$ cat src/rtl/sds_pkg.sv
// Shared types and direct register map for the serial register slave.
package sds_pkg;
    typedef enum logic [1:0] {
        PH_CSB  = 2'd0,
        PH_ADDR = 2'd1,
        PH_DATA = 2'd2,
        PH_DONE = 2'd3
    } phase_t;

    localparam logic [6:0] REG_CFG  = 7'h00;
    localparam logic [6:0] REG_PEND = 7'h10;
    localparam logic [6:0] REG_EN   = 7'h11;
    localparam logic [6:0] REG_IDL  = 7'h12;
    localparam logic [6:0] REG_IDH  = 7'h13;
    localparam logic [6:0] REG_IAD  = 7'h14;
    localparam logic [6:0] REG_STAT = 7'h15;
endpackage

$ cat src/rtl/sds_frame.sv
// Serial framing engine. Detects SCLK edges by oversampling with clk, steps
// through the select / address / data bytes, forwards SDI downstream and
// shifts read data out. Assumes sclk, cs_n and sdi are synchronous to clk.
module sds_frame
    import sds_pkg::*;
(
    input  logic       clk,
    input  logic       rst_n,
    input  logic       sclk,
    input  logic       cs_n,
    input  logic       sdi,
    input  logic       chain_en,
    input  logic       sdo_early,
    input  logic [7:0] rdata,
    output logic [6:0] acc_addr,
    output logic       wr_en,
    output logic [7:0] wr_data,
    output logic       sdo,
    output logic       sdo_oe,
    output logic       sdi_thru
);
    logic       sclk_q;
    logic       rise, fall;
    phase_t     phase;
    logic [2:0] bitcnt;
    logic [6:0] shreg;
    logic [7:0] byte_in;
    logic       sel_q, rd_q, thru_q;
    logic [7:0] out_q;

    // Edge detection, qualified by an active select.
    assign rise    = sclk & ~sclk_q & ~cs_n;
    assign fall    = ~sclk & sclk_q & ~cs_n;
    assign byte_in = {shreg, sdi};

    // Frame state, shifting, decode of completed bytes and output shifting.
    always_ff @(posedge clk) begin
        if (!rst_n) begin
            sclk_q   <= 1'b1;
            phase    <= PH_ADDR;
            bitcnt   <= '0;
            shreg    <= '0;
            sel_q    <= 1'b1;
            rd_q     <= 1'b0;
            thru_q   <= 1'b0;
            out_q    <= '0;
            sdo_oe   <= 1'b0;
            acc_addr <= '0;
            wr_en    <= 1'b0;
            wr_data  <= '0;
        end else begin
            sclk_q <= sclk;
            wr_en  <= 1'b0;
            if (cs_n) begin
                phase  <= chain_en ? PH_CSB : PH_ADDR;
                bitcnt <= '0;
                sel_q  <= ~chain_en;
                thru_q <= 1'b0;
                sdo_oe <= 1'b0;
            end else begin
                if (rise) begin
                    shreg  <= byte_in[6:0];
                    bitcnt <= bitcnt + 3'd1;
                    if (phase == PH_CSB)
                        thru_q <= sdi;
                    if (bitcnt == 3'd7) begin
                        case (phase)
                            PH_CSB: begin
                                sel_q <= sdi;
                                phase <= PH_ADDR;
                            end
                            PH_ADDR: begin
                                rd_q     <= byte_in[7];
                                acc_addr <= byte_in[6:0];
                                phase    <= PH_DATA;
                            end
                            PH_DATA: begin
                                if (sel_q && !rd_q) begin
                                    wr_en   <= 1'b1;
                                    wr_data <= byte_in;
                                end
                                if (sdo_early)
                                    sdo_oe <= 1'b0;
                                phase <= PH_DONE;
                            end
                            default: phase <= PH_DONE;
                        endcase
                    end
                end
                if (fall && phase == PH_DATA && sel_q && rd_q) begin
                    if (bitcnt == 3'd0) begin
                        out_q  <= rdata;
                        sdo_oe <= 1'b1;
                    end else begin
                        out_q <= {out_q[6:0], 1'b0};
                    end
                end
            end
        end
    end

    // Forwarding path: delayed copy during the select byte, straight through after.
    always_comb begin
        if (cs_n)
            sdi_thru = 1'b0;
        else if (phase == PH_CSB)
            sdi_thru = thru_q;
        else
            sdi_thru = sdi;
    end

    assign sdo = out_q[7];

    a_r3_oe_idle: assert property (@(posedge clk) disable iff (!rst_n)
        cs_n |=> !sdo_oe);
    a_r4_unselected_quiet: assert property (@(posedge clk) disable iff (!rst_n)
        (phase == PH_DATA && !sel_q) |-> !sdo_oe);
    a_r5_thru_delay: assert property (@(posedge clk) disable iff (!rst_n)
        (phase == PH_CSB && rise && bitcnt != 3'd7) |=> (sdi_thru == $past(sdi)));
    a_r7_early_release: assert property (@(posedge clk) disable iff (!rst_n)
        (sdo_early && phase == PH_DATA && rise && bitcnt == 3'd7) |=> !sdo_oe);
endmodule

$ cat src/rtl/sds_indirect.sv
// Indirect access window. Holds the data word and address, stages a write
// when data was written before the address, and serves the request on the
// next update strobe. Addresses index the store modulo its depth.
module sds_indirect #(
    parameter int IND_AW = 4,
    parameter int DW     = 16
) (
    input  logic          clk,
    input  logic          rst_n,
    input  logic          wr_lo,
    input  logic          wr_hi,
    input  logic          wr_addr,
    input  logic [7:0]    wdata,
    input  logic          upd_tick,
    output logic [DW-1:0] data_q,
    output logic [7:0]    addr_q,
    output logic          busy_q,
    output logic          done
);
    localparam int DEPTH = 1 << IND_AW;

    logic [DW-1:0] mem [DEPTH];
    logic          staged_q, op_wr_q;

    // Window registers, request staging and servicing on the update strobe.
    always_ff @(posedge clk) begin
        if (!rst_n) begin
            for (int i = 0; i < DEPTH; i++)
                mem[i] <= '0;
            data_q   <= '0;
            addr_q   <= '0;
            busy_q   <= 1'b0;
            staged_q <= 1'b0;
            op_wr_q  <= 1'b0;
            done     <= 1'b0;
        end else begin
            done <= 1'b0;
            if (wr_lo) begin
                data_q[7:0] <= wdata;
                staged_q    <= 1'b1;
            end
            if (wr_hi) begin
                data_q[DW-1:8] <= wdata[DW-9:0];
                staged_q       <= 1'b1;
            end
            if (wr_addr) begin
                addr_q   <= wdata;
                busy_q   <= 1'b1;
                op_wr_q  <= staged_q;
                staged_q <= 1'b0;
            end else if (upd_tick && busy_q) begin
                busy_q <= 1'b0;
                done   <= 1'b1;
                if (op_wr_q)
                    mem[addr_q[IND_AW-1:0]] <= data_q;
                else
                    data_q <= mem[addr_q[IND_AW-1:0]];
            end
        end
    end

    a_r10_busy_held: assert property (@(posedge clk) disable iff (!rst_n)
        (busy_q && !upd_tick) |=> busy_q);
endmodule

$ cat src/rtl/sds_regs.sv
// Direct register file: configuration, interrupt pending / enable, scratch
// registers and the read multiplexer. Decodes writes into window strobes.
module sds_regs
    import sds_pkg::*;
#(
    parameter int NSCR     = 8,
    parameter int SCR_BASE = 32
) (
    input  logic        clk,
    input  logic        rst_n,
    input  logic [6:0]  addr,
    input  logic        wr_en,
    input  logic [7:0]  wdata,
    input  logic [15:0] ind_data,
    input  logic [7:0]  ind_addr,
    input  logic        ind_busy,
    input  logic        ind_done,
    output logic [7:0]  rdata,
    output logic        chain_en,
    output logic        sdo_early,
    output logic        wr_lo,
    output logic        wr_hi,
    output logic        wr_addr,
    output logic        irq_pull
);
    localparam int SCR_AW = (NSCR > 1) ? $clog2(NSCR) : 1;

    logic [7:0]        scr_q [NSCR];
    logic              pend_q, en_q;
    logic [31:0]       a32;
    logic              scr_hit;
    logic [SCR_AW-1:0] scr_idx;

    assign a32     = 32'(addr);
    assign scr_hit = (a32 >= 32'(SCR_BASE)) && (a32 < 32'(SCR_BASE + NSCR));
    assign scr_idx = SCR_AW'(a32 - 32'(SCR_BASE));

    assign wr_lo   = wr_en && addr == REG_IDL;
    assign wr_hi   = wr_en && addr == REG_IDH;
    assign wr_addr = wr_en && addr == REG_IAD;

    // Configuration, enable, scratch and write-one-to-clear pending bit.
    always_ff @(posedge clk) begin
        if (!rst_n) begin
            chain_en  <= 1'b0;
            sdo_early <= 1'b0;
            en_q      <= 1'b0;
            pend_q    <= 1'b0;
            for (int i = 0; i < NSCR; i++)
                scr_q[i] <= '0;
        end else begin
            if (wr_en && addr == REG_CFG) begin
                chain_en  <= wdata[7];
                sdo_early <= wdata[6];
            end
            if (wr_en && addr == REG_EN)
                en_q <= wdata[0];
            if (wr_en && addr == REG_PEND && wdata[0])
                pend_q <= 1'b0;
            if (ind_done)
                pend_q <= 1'b1;
            if (wr_en && scr_hit)
                scr_q[scr_idx] <= wdata;
        end
    end

    // Read multiplexer over the direct map.
    always_comb begin
        rdata = '0;
        if (scr_hit)
            rdata = scr_q[scr_idx];
        else begin
            case (addr)
                REG_CFG:  rdata = {chain_en, sdo_early, 6'b0};
                REG_PEND: rdata = {7'b0, pend_q};
                REG_EN:   rdata = {7'b0, en_q};
                REG_IDL:  rdata = ind_data[7:0];
                REG_IDH:  rdata = ind_data[15:8];
                REG_IAD:  rdata = ind_addr;
                REG_STAT: rdata = {7'b0, ind_busy};
                default:  rdata = '0;
            endcase
        end
    end

    assign irq_pull = pend_q & en_q;

    a_r11_pend_after_done: assert property (@(posedge clk) disable iff (!rst_n)
        $fell(ind_busy) |=> pend_q);
    a_r12_irq_needs_enable: assert property (@(posedge clk) disable iff (!rst_n)
        $rose(irq_pull) |-> en_q);
endmodule

$ cat src/rtl/spi_chain_regslave.sv
// Top level: serial register slave with chain forwarding and an indirect
// access window served on a periodic update strobe.
module spi_chain_regslave #(
    parameter int IND_AW   = 4,
    parameter int NSCR     = 8,
    parameter int SCR_BASE = 32
) (
    input  logic clk,
    input  logic rst_n,
    input  logic sclk,
    input  logic cs_n,
    input  logic sdi,
    input  logic upd_tick,
    output logic sdo,
    output logic sdo_oe,
    output logic sdi_thru,
    output logic irq_pull
);
    logic [6:0]  acc_addr;
    logic        wr_en;
    logic [7:0]  wr_data;
    logic [7:0]  rdata;
    logic        chain_en, sdo_early;
    logic        wr_lo, wr_hi, wr_addr;
    logic [15:0] ind_data;
    logic [7:0]  ind_addr;
    logic        ind_busy, ind_done;

    sds_frame u_frame (
        .clk      (clk),
        .rst_n    (rst_n),
        .sclk     (sclk),
        .cs_n     (cs_n),
        .sdi      (sdi),
        .chain_en (chain_en),
        .sdo_early(sdo_early),
        .rdata    (rdata),
        .acc_addr (acc_addr),
        .wr_en    (wr_en),
        .wr_data  (wr_data),
        .sdo      (sdo),
        .sdo_oe   (sdo_oe),
        .sdi_thru (sdi_thru)
    );

    sds_regs #(.NSCR(NSCR), .SCR_BASE(SCR_BASE)) u_regs (
        .clk      (clk),
        .rst_n    (rst_n),
        .addr     (acc_addr),
        .wr_en    (wr_en),
        .wdata    (wr_data),
        .ind_data (ind_data),
        .ind_addr (ind_addr),
        .ind_busy (ind_busy),
        .ind_done (ind_done),
        .rdata    (rdata),
        .chain_en (chain_en),
        .sdo_early(sdo_early),
        .wr_lo    (wr_lo),
        .wr_hi    (wr_hi),
        .wr_addr  (wr_addr),
        .irq_pull (irq_pull)
    );

    sds_indirect #(.IND_AW(IND_AW), .DW(16)) u_ind (
        .clk     (clk),
        .rst_n   (rst_n),
        .wr_lo   (wr_lo),
        .wr_hi   (wr_hi),
        .wr_addr (wr_addr),
        .wdata   (wr_data),
        .upd_tick(upd_tick),
        .data_q  (ind_data),
        .addr_q  (ind_addr),
        .busy_q  (ind_busy),
        .done    (ind_done)
    );
endmodule

$ cat config.mk
export PLATFORM = sky130hd
export DESIGN_NAME = spi_chain_regslave
export DESIGN_NICKNAME = d
export VERILOG_FILES = /design/src/rtl/sds_pkg.sv /design/src/rtl/sds_frame.sv /design/src/rtl/sds_indirect.sv /design/src/rtl/sds_regs.sv /design/src/rtl/spi_chain_regslave.sv
export SDC_FILE = /design/constraint.sdc
export NUM_CORES = 1
export LEC_CHECK = 0
export BUFFER_PORTS_ARGS = -buffer_cell sky130_fd_sc_hd__buf_2
export CORE_UTILIZATION = 40
export DETAILED_ROUTE_END_ITERATION = 6
export PLACE_DENSITY = 0.57
export SLEW_MARGIN = 40
export SYNTH_ARGS = -nofsm -noshare
export SYNTH_HDL_FRONTEND = slang
export SYNTH_HIERARCHICAL = 1
export SYNTH_SLANG_ARGS = --single-unit
$ cat constraint.sdc
create_clock -name clk -period 3 [get_ports clk]
set_input_delay 0.3 -clock clk [delete_from_list [all_inputs] [get_ports clk]]
set_output_delay 0.3 -clock clk [all_outputs]
set_load 0.02 [all_outputs]
Word level (Yosys, flattened, before mapping):

Memories as Yosys holds them, arrays and structs flattened. A register that Yosys moved wholly into a read port is not among the register bits.
Index checks and enable logic that the tools add are counted.

* register bits: 73
* memory bits (writable): 320
* memories: 2
* input port bits: 6

* add/sub/neg operators: 2
* reductions and logical operators: 36
* equal/unequal tests: 9
* mux-type cells: 50
* magnitude comparators: 2
* bitwise operators: 13

Memories
* u_ind.mem: depth 16, bits a word 16, read ports 1, clocked after Yosys merged registers in 1, wr ports 16, RTL line sds_indirect.sv:22 `logic [DW-1:0] mem [DEPTH];`
* u_regs.scr_q: depth 8, bits a word 8, read ports 1, clocked after Yosys merged registers in 0, wr ports 8, RTL line sds_regs.sv:28 `logic [7:0] scr_q [NSCR];`

Operators by type and width (count)
* 16-bit 2-to-1 mux: 4
* 8-bit case mux with 7 select lines: 1
* 7-bit by 5-bit == test with 1-bit output, second input constant: 6
* 8-bit 2-to-1 mux: 5
* 1-bit 2-to-1 mux: 32
* 16-bit OR reduction: 1
* 1-bit logical AND: 14
* 4-bit 2-to-1 mux: 3
* 2-bit nonzero test: 6
* 1-bit inverter: 8
* 2-bit AND reduction: 4
* 8-bit OR reduction: 1
* 7-bit by 6-bit greater-or-equal comparator with 1-bit output, second input constant: 1
* 7-bit zero test: 1
* 7-bit by 6-bit less-than comparator with 1-bit output, second input constant: 1
* 2-bit 2-to-1 mux: 3
* 1-bit bitwise AND: 5
* 5-bit AND reduction: 1
* 5-bit OR reduction: 1
* 2-bit case mux with 2 select lines: 1
* 4-bit AND reduction: 1
* 2-bit OR reduction: 2
* 3-bit by 1-bit adder with 3-bit output, second input constant: 1
* 3-bit == test, second input constant: 1
* other kinds (8): 8

Logic depth before layout (Yosys ltp):

Gate-level depths: netlist of the first run.

* depth after elaboration: 8
* mapped depth: 11
* depth with buffers taken out: 7

Modules after synthesis:

Netlist of the first run, hierarchy kept.

By module, submodules not included
* sds_indirect: area each 13260.2 um^2, cells an instance 910, times used 1
* sds_regs: area each 3455.8 um^2, cells an instance 246, times used 1
* sds_frame: area each 1795.5 um^2, cells an instance 180, times used 1

Worst setup path before layout of the first run:

OpenSTA, ideal clock, no wires.

* path type: flip-flop to flip-flop
* start point: register u_frame.acc_addr[1]
* end point: memory u_ind.mem[15][0], enable pin
* path buffers: 3
* data arrival time: 2806 ps
* stages on the path, launching flop included: 10
* slack: -217 ps
* data required time: 2589 ps
* cells stage by stage: dfxtp_1 buf_2 nor2_1 and3_1 clkbuf_1 and2_1 and4b_1 buf_6 nand4_1 o21ai_0

RTL lines
* from (decl): RTL line sds_frame.sv:15 `output logic [6:0] acc_addr,`
* from (signal assigned): RTL line sds_frame.sv:74 `acc_addr <= byte_in[6:0];`
* to (decl): RTL line sds_indirect.sv:22

==> results by group, run 1 <==
Synthesis
  • Prevailing post-synth register cell: edfxtp_1
  • Post-synthesis mux area share: 14.1%
  • Largest family of logic cells by synthesized area: simple AND/OR/NAND/NOR gates
  • Commonest cells in the netlist: 324 x and2_1, 320 x edfxtp_1, 122 x mux2i_1
  • Post-synth ARST share: 0%
  • Ranking of synthesized cells by area: edfxtp_1 52%, and2_1 11%, dfxtp_1 8.3%
  • Synthesized instance count: 1336
  • Yosys Warn Count: 6
  • Register area share after synthesis: 60.2%
  • Synth Area per Inst: 13.9 sq um
  • Synthesized Nets: 1345
  • FF+latch count, synth: 397
  • Compound-cell area share of the yosys netlist: 4.55%
  • Post-synth EDFFs: 320
  • Yosys top cell area share: 51.9%
  • Synth Area in XOR/XNOR: 0.0473%
  • Synth cell types: 62
  • Count leader, synth: and2_1
  • Post-synth top area cell: edfxtp_1
  • Post-synthesis simple-gate area fraction: 17.8%
  • Synth Area in Adders: 0.203%
  • Synthesized cell area: 18500 sq um

Power
  • Pwr dens: 570 nW/um^2
  • Sw power: 2.51 mW
  • Int Pwr: 9.38 mW
  • Maximum vdd ir drop: 0.362 mV
  • Leak Pwr: 7.11 nW
  • Switch share: 21.1%
  • Clock Power Share: 45.0%
  • Share of power burned in registers: 52.3%
  • Logic pwr share: 2.7%
  • Overall power: 11.9 mW

Clock tree
  • CTS tree: built
  • # resized after CTS: 0
  • CTS Buf Count: 45
  • Clock buffer depth: 3
  • Clk sinks: 397
  • Setup repair bufs after CTS: 0
  • CTS root buffer: clkbuf_16
  • Clock slew at reported path FFs: 0.05 ns
  • Clk Latency, worst-skew pair: 0.59 ns
  • Hold-fix buffers, CTS: 1
  • H-tree lvl count: 2

Global routing
  • Largest net degree at the start of global routing: 46
  • Grt ovf: 0
  • First-pass GRT wire length: 68.8 mm
  • Tot GR Track Use: 19.9%
  • Vias in the first global route: 10900
  • Initial antenna violation count: 0

STA
  • Crit path time final: 2.81 ns
  • RSZ-0062 raised after global routing: false
  • Period utilisation layout: 93.8%
  • Worst setup margin: 0.186 ns
  • Clock skew: 0.0297 ns
  • Hold Fails Final Rpt: 0
  • Peak Freq: 0.355 GHz
  • Final setup violation count: 0
  • Relative slew slack: 47.3%
  • Slew @ Worst Pin: 0.789 ns
  • Max-slew violations: 0
  • Setup TNS: 0 ns
  • Fin Hold WS: 0.0345 ns

Finish
  • Area grow syn2layout: 12.6%
  • Share of layout cells above drive strength 1: 19.9%
  • Nets@finish: 1380
  • Finished Layout Cells: 2009

Run
  • Max Cap Viol: 0

Worst setup path
  • WS Path Type: flip-flop to flip-flop
  • Worst setup SP type: flip-flop
  • Worst Path Max Fanout: 16
  • FF-to-FF Start: u_frame/acc_addr[3]$_SDFFE_PN0P_
  • Worst path slowest cell: or2b_1
  • Cell chain of the critical path: nor4b_1, and3_1, and2_1, and4b_1, nand3b_4, nor3_4, or2b_1
  • Max stage delay on crit path: 0.64 ns
  • Critical path arrival: 3.01 ns
  • Crit. Startpoint: u_frame/acc_addr[3]$_SDFFE_PN0P_
  • Critical path endpoint category: flip-flop
  • Req. time, crit path: 3.19 ns

Floorplan
  • Rows: 78
  • Starting Density: 40.7%
  • Core Box Area: 45500 sq um
  • IO Pins: 10
  • Die Area: 47100 sq um
  • Chip width: 217 um
  • Die Y: 217 um

Routing
  • Antenna-violating nets left: 0
  • Vias per cell: 5.29
  • Drt first pass iters: 5
  • Residual DRC: 0
  • Total Wirelength: 45.9 mm
  • First DRT Iteration DRCs: 753
  • Average wire per standard cell: 22.9 um
  • DR vias: 10600

Hold path
  • Min-delay src: sdi
  • Min-delay worst type: input pin to flip-flop

Place
  • Hpwl dp: 29.7 mm
  • Final GP Congestion: 0.835
  • Dpl ws: 0.151 ns
  • PortBufs: 9
  • Post-placement cell count: 1923

Status
  • Outcome: completed
-- final cells by class --
type,instances,area [sq um]
antenna,1,2.50
clock buffer,60,1240
clock inverter,24,199
fill,4085,24600
inverter,6,22.5
multi-input combinational,833,6820
sequential,397,11200
tap,600,751
timing repair buffer,88,653
-- path summary, 6_finish.rpt --
| kind | to | slack (ns) | cells after the start |
|---|---|---|---|
| setup / recovery | u_ind/mem[10][6]$_SDFFCE_PN0P_ | 0.19 | 7 |
| hold / removal | u_frame/shreg[0]$_SDFFE_PN0P_ | 0.03 | 3 |
| setup reg to reg | u_ind/mem[10][6]$_SDFFCE_PN0P_ | 0.19 | 7 |
| hold reg to reg | u_frame/thru_q$_SDFFE_PP0P_ | 0.48 | 2 |
-- cells by family after synthesis --
| logic type | count (synthesis) |
|---|---|
| AOI/OAI and AO/OA | 122 |
| and+or+nand+nor | 511 |
| adders and majority gates | 3 |
| DFF | 397 |
| muxes | 196 |
| xor gates and xnor gates | 1 |
| buffers and inverters | 106 |
-- state kept, by name, summed over array words and instances (netlist names), 2 cells and up, named ones only --
signal / count
u_ind/data_q: 16
u_frame/shreg: 7
u_ind/addr_q: 8
u_frame/bitcnt: 3
u_frame/acc_addr: 7
u_frame/wr_data: 8
u_regs/scr_q: 64
u_frame/phase: 2
u_frame/out_q: 8
u_ind/mem: 256
-- power groups by stage --
stage / sequential, mW / clock, mW / combinational [mW]
final: 6.22 / 5.34 / 0.326
after floorplan: 6.31 / 0 / 0.194
after CTS: 6.22 / 5.48 / 0.329
after detailed placement: 6.33 / 0 / 0.327
after global routing: 6.23 / 5.67 / 0.348
after global placement: 6.32 / 0 / 0.326
-- worst max-delay path: cells and delay by family, from the launching register on --
kind	cells	cell delay, ns
flops	1	0.41
simple gates	7	2.01
-- stage by stage --
| stage | utilization (%) | cell area (sq um) |
|---|---|---|
| after global routing | 45.8 | 20900 |
| after global placement | 42.6 | 19400 |
| final | 45.9 | 20900 |
| after floorplan | - | 18500 |
| after detailed placement | 42.6 | 19400 |
| after CTS | 45.8 | 20800 |
-- routing by layer --
metal	global-route usage, %	wire length (um)
met1	27.5	20900
met3	3.37	2110
met2	31.3	21300
met5	0	0
met4	7.75	1620
-- placed cells by master (no fill, tap or decap), drive strengths merged, types with 14 or more instances in the layout --
master	Yosys	layout
mux4	49	49
nor2	26	26
nand2	48	48
nor2b	18	18
dfxtp	77	77
edfxtp	320	320
mux2i	122	122
nor3	14	14
and2	325	325
buf	46	87
a22oi	42	42
clkbuf	54	60
clkinv	0	16
mux2	25	25
nand2b	18	18
nand3b	14	14
o21ai	28	28
a31oi	17	17
No activity file was read; power rests on OpenSTA's default activity.
==> run 2: changes to the inputs <==
--- a/config.mk
+++ b/config.mk
@@ -5,6 +5,7 @@
 export SDC_FILE = /design/constraint.sdc
 export NUM_CORES = 1
 export LEC_CHECK = 0
+export ABC_AREA = 1
 export BUFFER_PORTS_ARGS = -buffer_cell sky130_fd_sc_hd__buf_2
 export CORE_UTILIZATION = 40
 export DETAILED_ROUTE_END_ITERATION = 6
==> run 2 against run 1 <==
  * Routed wire length up 15%
  * Highest routed layer unchanged
  * Clock power up 2%
  * Synthesized cell count up 61%
  * Sequential cell count unchanged
  * Critical path type unchanged
==> results by group, run 2 <==
Status
  • Outcome: completed

STA
  • Relative slew slack: 48.3%
  • Final setup violation count: 0
  • Peak Freq: 0.370 GHz
  • RSZ-0062 raised after global routing: false
  • Worst setup margin: 0.299 ns
  • Clock skew: 0.0180 ns
  • Setup TNS: 0 ns
  • Slew @ Worst Pin: 0.776 ns
  • Hold Fails Final Rpt: 0
  • Max-slew violations: 0
  • Period utilisation layout: 90.0%
  • Fin Hold WS: 0.0419 ns
  • Crit path time final: 2.70 ns

Finish
  • Final instance area: 20900 sq um
  • Share of layout cells above drive strength 1: 8.90%
  • Finished Layout Cells: 2790
  • Most frequent cells in the layout: 621 x nand2_1, 395 x nor2_1, 320 x edfxtp_1
  • Most flops, register: u_ind/mem
  • ANT cells: 0
  • Nets@finish: 2166
  • Area grow syn2layout: 11.7%
  • Largest registers: u_ind/mem: 256 flops, u_regs/scr_q: 64 flops, u_ind/data_q: 16 flops
  • Most common cell after layout, fill and taps aside: nand2_1
  • Max reg flops: 256
  • Utilization after layout: 45.6%

Clock tree
  • Clock buffer depth: 3
  • Clock slew at reported path FFs: 0.06 ns
  • Clk sinks: 397
  • CTS tree: built
  • CTS Buf Count: 44
  • CTS root buffer: clkbuf_16
  • H-tree lvl count: 2
  • Clk Latency, worst-skew pair: 0.57 ns
  • # resized after CTS: 0

Synthesis
  • Prevailing post-synth register cell: edfxtp_1
  • Synth cell types: 36
  • Count leader, synth: nand2_1
  • Register area share after synthesis: 59.6%
  • Commonest cells in the netlist: 621 x nand2_1, 396 x nor2_1, 320 x edfxtp_1
  • Synthesized Nets: 2163
  • Yosys Warn Count: 6
  • Post-synth ARST share: 0%
  • FF+latch count, synth: 397
  • Ranking of synthesized cells by area: edfxtp_1 51%, nand2_1 12%, dfxtp_1 8.2%
  • Post-synth top area cell: edfxtp_1
  • Synthesized instance count: 2154
  • Post-synth EDFFs: 320
  • Synthesized cell area: 18700 sq um
  • Yosys top cell area share: 51.4%
  • Synth Area per Inst: 8.68 sq um

Floorplan
  • Chip width: 218 um
  • Rows: 78
  • IO Pins: 10
  • Die Area: 47600 sq um
  • Starting Density: 40.8%
  • Die Y: 218 um
  • Core Box Area: 45800 sq um

Global routing
  • Largest net degree at the start of global routing: 129
  • Vias in the first global route: 13700
  • First-pass GRT wire length: 80.8 mm
  • Initial antenna violation count: 0
  • Tot GR Track Use: 22.7%
  • Grt ovf: 0

Hold path
  • Hold Path Cell Cnt: 3
  • Worst Hold End: u_frame/thru_q$_SDFFE_PP0P_
  • Min-delay src: sdi
  • Min-delay worst type: input pin to flip-flop

Power
  • Leak Pwr: 8.22 nW
  • Maximum vdd ir drop: 0.449 mV
  • Pwr dens: 575 nW/um^2
  • Overall power: 12.0 mW

Routing
  • Total Wirelength: 52.8 mm
  • Vias per cell: 5.12
  • DR vias: 14300
  • First DRT Iteration DRCs: 1473
  • Antenna-violating nets left: 0
  • Average wire per standard cell: 18.9 um
  • Drt first pass iters: 6
  • Residual DRC: 0

Place
  • Area after DPL: 19400 sq um
  • PortBufs: 9
  • Hpwl dp: 34.0 mm
  • Post-placement cell count: 2710
  • Final GP Congestion: 0.901
  • Dpl ws: 0.296 ns

Worst setup path
  • Critical path arrival: 2.91 ns
  • Worst setup SP type: flip-flop
  • FF-to-FF path depth: 12
  • Req. time, crit path: 3.21 ns
  • FF-to-FF Start: u_frame/acc_addr[5]$_SDFFE_PN0P_
  • Worst Path Max Fanout: 16
  • R2R Setup Slk: 0.30 ns
  • Reg2reg end: u_ind/mem[5][1]$_SDFFCE_PN0P_
  • WS Path Type: flip-flop to flip-flop
  • Critical path endpoint category: flip-flop

Run
  • Max Cap Viol: 0
-- run 2: cell count changes after synthesis, sizes merged, moves of 18 or more --
cell	before	now
nand2	48	637
nor2	26	413
and2	325	0
nand3	10	230
inv	6	209
mux2i	122	0
mux4	49	0
a22oi	42	0
a21oi	12	50
o21ai	28	54
mux2	25	0
clkinv	0	19
nand2b	18	0
nor2b	18	0
-- run 2: final cells by class --
cell class                 instances  area, sq um
clock buffer                      61         1220
sequential                       397        11200
timing repair buffer              68          541
tap                              600          751
fill                            4427        24900
clock inverter                    18          219
multi-input combinational       1418         6130
inverter                         228          861
-- run 2: worst max-delay path by stage --
stage                                           startpoint                       endpoint  slack [ns]
after floorplan           u_frame/acc_addr[1]$_SDFFE_PN0P_  u_ind/mem[0][0]$_SDFFCE_PN0P_        0.37
after global placement    u_frame/acc_addr[0]$_SDFFE_PN0P_  u_ind/mem[5][9]$_SDFFCE_PN0P_        0.36
after detailed placement  u_frame/acc_addr[0]$_SDFFE_PN0P_  u_ind/mem[5][9]$_SDFFCE_PN0P_        0.30
after CTS                 u_frame/acc_addr[5]$_SDFFE_PN0P_  u_ind/mem[5][9]$_SDFFCE_PN0P_        0.29
after global routing      u_frame/acc_addr[0]$_SDFFE_PN0P_  u_ind/mem[5][3]$_SDFFCE_PN0P_        0.13
final                     u_frame/acc_addr[5]$_SDFFE_PN0P_  u_ind/mem[5][1]$_SDFFCE_PN0P_        0.30
-- run 2: kinds of logic (layout without fill, tap and decap cells) --
group	after synthesis	count (layout)	synth area share [%]
DFF	397	397	59.6
AOI/OAI and AO/OA	110	110	3.05
adders and majority gates	3	3	0.201
buffers and inverters	339	375	7.56
and+or+nand+nor	1305	1305	29.5
-- run 2: worst max-delay path, cell delays in order (launching register included) --
cell and delay (ns):
dfxtp_1 0.36, inv_1 0.09, nand2_1 0.08, nor2_2 0.04, nand2_1 0.19, nor2_1 0.10, inv_2 0.07, nand2_2 0.06
nor2_4 0.09, nand2_2 0.13, nor3_4 0.41, nand2_2 0.13, nand2_1 0.57
-- run 2: power by group --
group          leakage [nW]  total [mW]  switching, mW  internal, mW
sequential             3.69        6.21         0.0659          6.15
clock                 0.699        5.45           2.19          3.26
combinational          3.82       0.345          0.255        0.0898
-- run 2: what timing repair did --
item	4_1_cts	5_1_grt
hold buffers	1	0
buffers inserted	0	0
hold endpoints to repair	1	0
-- run 2: layer usage --
metal / global-route usage, % / wire [um] / up-vias / part of all wire [%]
met4: 10.3 / 2180 / 0 / 4.1
met1: 31.4 / 22800 / 6730 / 43
li1: - / - / 6916 / -
met2: 34.1 / 23500 / 527 / 45
met3: 4.57 / 4330 / 114 / 8.2
met5: 0 / 0 / - / 0
==> run 3: changes to the inputs <==
--- a/config.mk
+++ b/config.mk
@@ -13,5 +13,4 @@
 export SLEW_MARGIN = 40
 export SYNTH_ARGS = -nofsm -noshare
 export SYNTH_HDL_FRONTEND = slang
-export SYNTH_HIERARCHICAL = 1
 export SYNTH_SLANG_ARGS = --single-unit
==> run 3 against run 2 <==
  * Combinational power is 22% lower
  * Maximum frequency is 7.3% higher
  * Global-route usage is 1.4 points lower
  * Non-clock buffer count is 7 lower
  * Sequential power hardly changed
  * Worst hold slack worse by 0.015 ns
  * Area after synthesis is 3.2% lower
  * Synthesized cell count is 13% lower
  * Sequential share of layout area is 2.3 points higher
  * Cell count is 11% lower
  * Critical path type unchanged
  * Critical endpoint is now u_ind.data_q[9]$_SDFF_PN0_
==> results by group, run 3 <==
Worst setup path
  • WS Path Type: flip-flop to flip-flop
  • FF-to-FF path depth: 11
  • FF-to-FF Start: u_frame.acc_addr[3]$_SDFFE_PN0P_
  • Req. time, crit path: 3.50 ns
  • Critical path arrival: 3.02 ns
  • Critical Path Most Common Cell: nand2_1
  • Cell chain of the critical path: inv_2, nand2_4, nor2_4, nand3_4, buf_4, nand2_1, nor2_2, inv_1, o211ai_1, nand2_1, nor2_1
  • R2R Setup Slk: 0.48 ns
  • Critical path endpoint category: flip-flop
  • Worst setup SP type: flip-flop
  • Reg2reg end: u_ind.data_q[9]$_SDFF_PN0_
  • Worst path slowest cell: nor2_2
  • CP delay by family, top: simple AND/OR/NAND/NOR gates
  • WP buf/inv: 3
  • Worst Path Max Fanout: 20
  • Max stage delay on crit path: 0.58 ns

Synthesis
  • Yosys top cell area share: 53.1%
  • Post-synth EDFFs: 320
  • Synthesized Nets: 1886
  • Prevailing post-synth register cell: edfxtp_1
  • Yosys Warn Count: 0
  • Count leader, synth: nor2_1
  • Synth cell types: 35
  • Commonest cells in the netlist: 531 x nor2_1, 320 x edfxtp_1, 202 x o21ai_0
  • Post-synth top area cell: edfxtp_1
  • Synth Area per Inst: 9.64 sq um
  • Post-synth ARST share: 0%
  • Synthesized instance count: 1877
  • Register area share after synthesis: 62.0%
  • Synthesized cell area: 18100 sq um
  • FF+latch count, synth: 400
  • Ranking of synthesized cells by area: edfxtp_1 53%, nor2_1 11%, dfxtp_1 8.9%

Floorplan
  • Rows: 77
  • Core Box Area: 44400 sq um
  • Starting Density: 40.7%
  • IO Pins: 10
  • Die Y: 215 um
  • Die Area: 46100 sq um
  • Chip width: 215 um

STA
  • Relative slew slack: 45.7%
  • Final setup violation count: 0
  • Fin Hold WS: 0.0271 ns
  • Max-slew violations: 0
  • Setup TNS: 0 ns
  • RSZ-0062 raised after global routing: false
  • Worst setup margin: 0.483 ns
  • Clock skew: 0.0200 ns
  • Crit path time final: 2.52 ns
  • Peak Freq: 0.397 GHz
  • Hold Fails Final Rpt: 0
  • Slew @ Worst Pin: 0.813 ns
  • Period utilisation layout: 83.9%

Routing
  • DR vias: 13200
  • Antenna-violating nets left: 0
  • Average wire per standard cell: 19.6 um
  • Drt first pass iters: 5
  • Residual DRC: 0
  • First DRT Iteration DRCs: 1240
  • Vias per cell: 5.29
  • Total Wirelength: 48.8 mm

Finish
  • FILL cells: 4173
  • Share of layout cells above drive strength 1: 12.8%
  • Max reg flops: 256
  • Final instance area: 20100 sq um
  • Most frequent cells in the layout: 531 x nor2_1, 320 x edfxtp_1, 202 x o21ai_0
  • Area grow syn2layout: 11.2%
  • Largest registers: u_ind.mem: 256 flops, u_regs.scr_q: 64 flops, u_ind.data_q: 16 flops
  • ANT cells: 0
  • Nets@finish: 1873
  • Multi-input logic area: 5910 sq um
  • Utilization after layout: 45.3%
  • Sequential cell area: 11200 sq um
  • Most flops, register: u_ind.mem
  • Most common cell after layout, fill and taps aside: nor2_1

Clock tree
  • # resized after CTS: 0
  • Clock buffer depth: 3
  • CTS tree: built
  • CTS root buffer: clkbuf_16
  • Clock slew at reported path FFs: 0.06 ns
  • Clk sinks: 400
  • H-tree lvl count: 2
  • CTS Buf Count: 43
  • Clk Latency, worst-skew pair: 0.57 ns
  • Hold-fix buffers, CTS: 1
  • Setup repair bufs after CTS: 0

Hold path
  • Worst Hold End: u_frame.sel_q$_SDFFE_PN1P_
  • Min-delay worst type: input pin to flip-flop
  • Hold Path Cell Cnt: 3
  • Min-delay src: sdi

Global routing
  • GRT Max-Usage Layer: met2
  • Initial antenna violation count: 0
  • Grt ovf: 0
  • Tot GR Track Use: 21.3%
  • First-pass GRT wire length: 74.8 mm
  • Vias in the first global route: 12700
  • Global Route met2 Usage: 34.9%
  • M1 GR Usage: 29.4%
  • Largest net degree at the start of global routing: 129
  • Met3 GRT Util: 2.60%

Power
  • Maximum vdd ir drop: 0.367 mV
  • Leak Pwr: 6.93 nW
  • Pwr dens: 585 nW/um^2

Status
  • Outcome: completed

Place
  • PortBufs: 9
  • Dpl ws: 0.544 ns
  • Hpwl dp: 31.3 mm
  • Final GP Congestion: 0.902
  • Area after DPL: 18700 sq um

Run
  • Max Cap Viol: 0
run 3: cell count changes after synthesis, moves of 18 or more:
cell | before | now
clkbuf_1 | 52 | 90
o211ai_1 | 2 | 55
o22ai_1 | 0 | 18
inv_1 | 200 | 87
nand2_1 | 621 | 183
nand3_1 | 220 | 77
nor2_1 | 396 | 531
buf_2 | 29 | 9
o21ai_0 | 50 | 202
nor2_2 | 9 | 77
run 3: worst register-to-register path: stages, from the launching register on:
cell and delay (ns):
dfxtp_1 0.42, inv_2 0.09, nand2_4 0.08, nor2_4 0.05
nand3_4 0.07, buf_4 0.22, nand2_1 0.09, nor2_2 0.58
inv_1 0.45, o211ai_1 0.20, nand2_1 0.09, nor2_1 0.12
run 3: report_power, final:
part | switching (mW) | internal, mW
Combinational | 0.204 | 0.0643
Sequential | 0.0566 | 6.18
Clock | 2.19 | 3.08
Total | 2.45 | 9.32
run 3: per-layer routing:
metal / share of wire, % / up-vias
met3: 5.6 / 73
li1: - / 6304
met5: 0 / -
met2: 47 / 394
met4: 2.4 / 0
met1: 45 / 6408
run 3: how the worst max path moves through the flow:
stage,startpoint,slack [ns],end,cells after the start
5_1_grt,u_frame.acc_addr[3]$_SDFFE_PN0P_,0.29,u_ind.data_q[9]$_SDFF_PN0_,11
3_3_place_gp,u_frame.acc_addr[3]$_SDFFE_PN0P_,0.60,u_ind.data_q[10]$_SDFF_PN0_,11
2_1_floorplan,u_frame.acc_addr[3]$_SDFFE_PN0P_,0.74,u_ind.mem[10][0]$_SDFFCE_PN0P_,11
3_5_place_dp,u_frame.acc_addr[3]$_SDFFE_PN0P_,0.54,u_ind.data_q[11]$_SDFF_PN0_,11
4_1_cts,u_frame.acc_addr[3]$_SDFFE_PN0P_,0.53,u_ind.data_q[9]$_SDFF_PN0_,11
6_report,u_frame.acc_addr[3]$_SDFFE_PN0P_,0.48,u_ind.data_q[9]$_SDFF_PN0_,11
run 3: cell families after synthesis:
logic type | count (synthesis) | share of synthesized area, %
simple gates | 901 | 21.7
flops | 400 | 62.0
compound gates | 350 | 10.7
buf+inv | 223 | 5.35
fa+ha+maj | 3 | 0.208
run 3: through the flow:
step           cells  power, mW
3_5_place_dp    2410       6.62
6_report        2489       11.8
5_1_grt         2489       12.1
3_3_place_gp    2410       6.61
4_1_cts         2489       11.8
2_1_floorplan   1877       6.50
run 3: area by class of cell:
| class | count | share of cell area, % |
|---|---|---|
| flip-flops and latches | 400 | 55.7 |
| multi-input cells | 1254 | 29.4 |
| clock buffers | 50 | 5.69 |
| well taps | 592 | 3.68 |
| repair buffers | 61 | 2.36 |
| inverters | 104 | 1.95 |
| clock inverters | 28 | 1.19 |
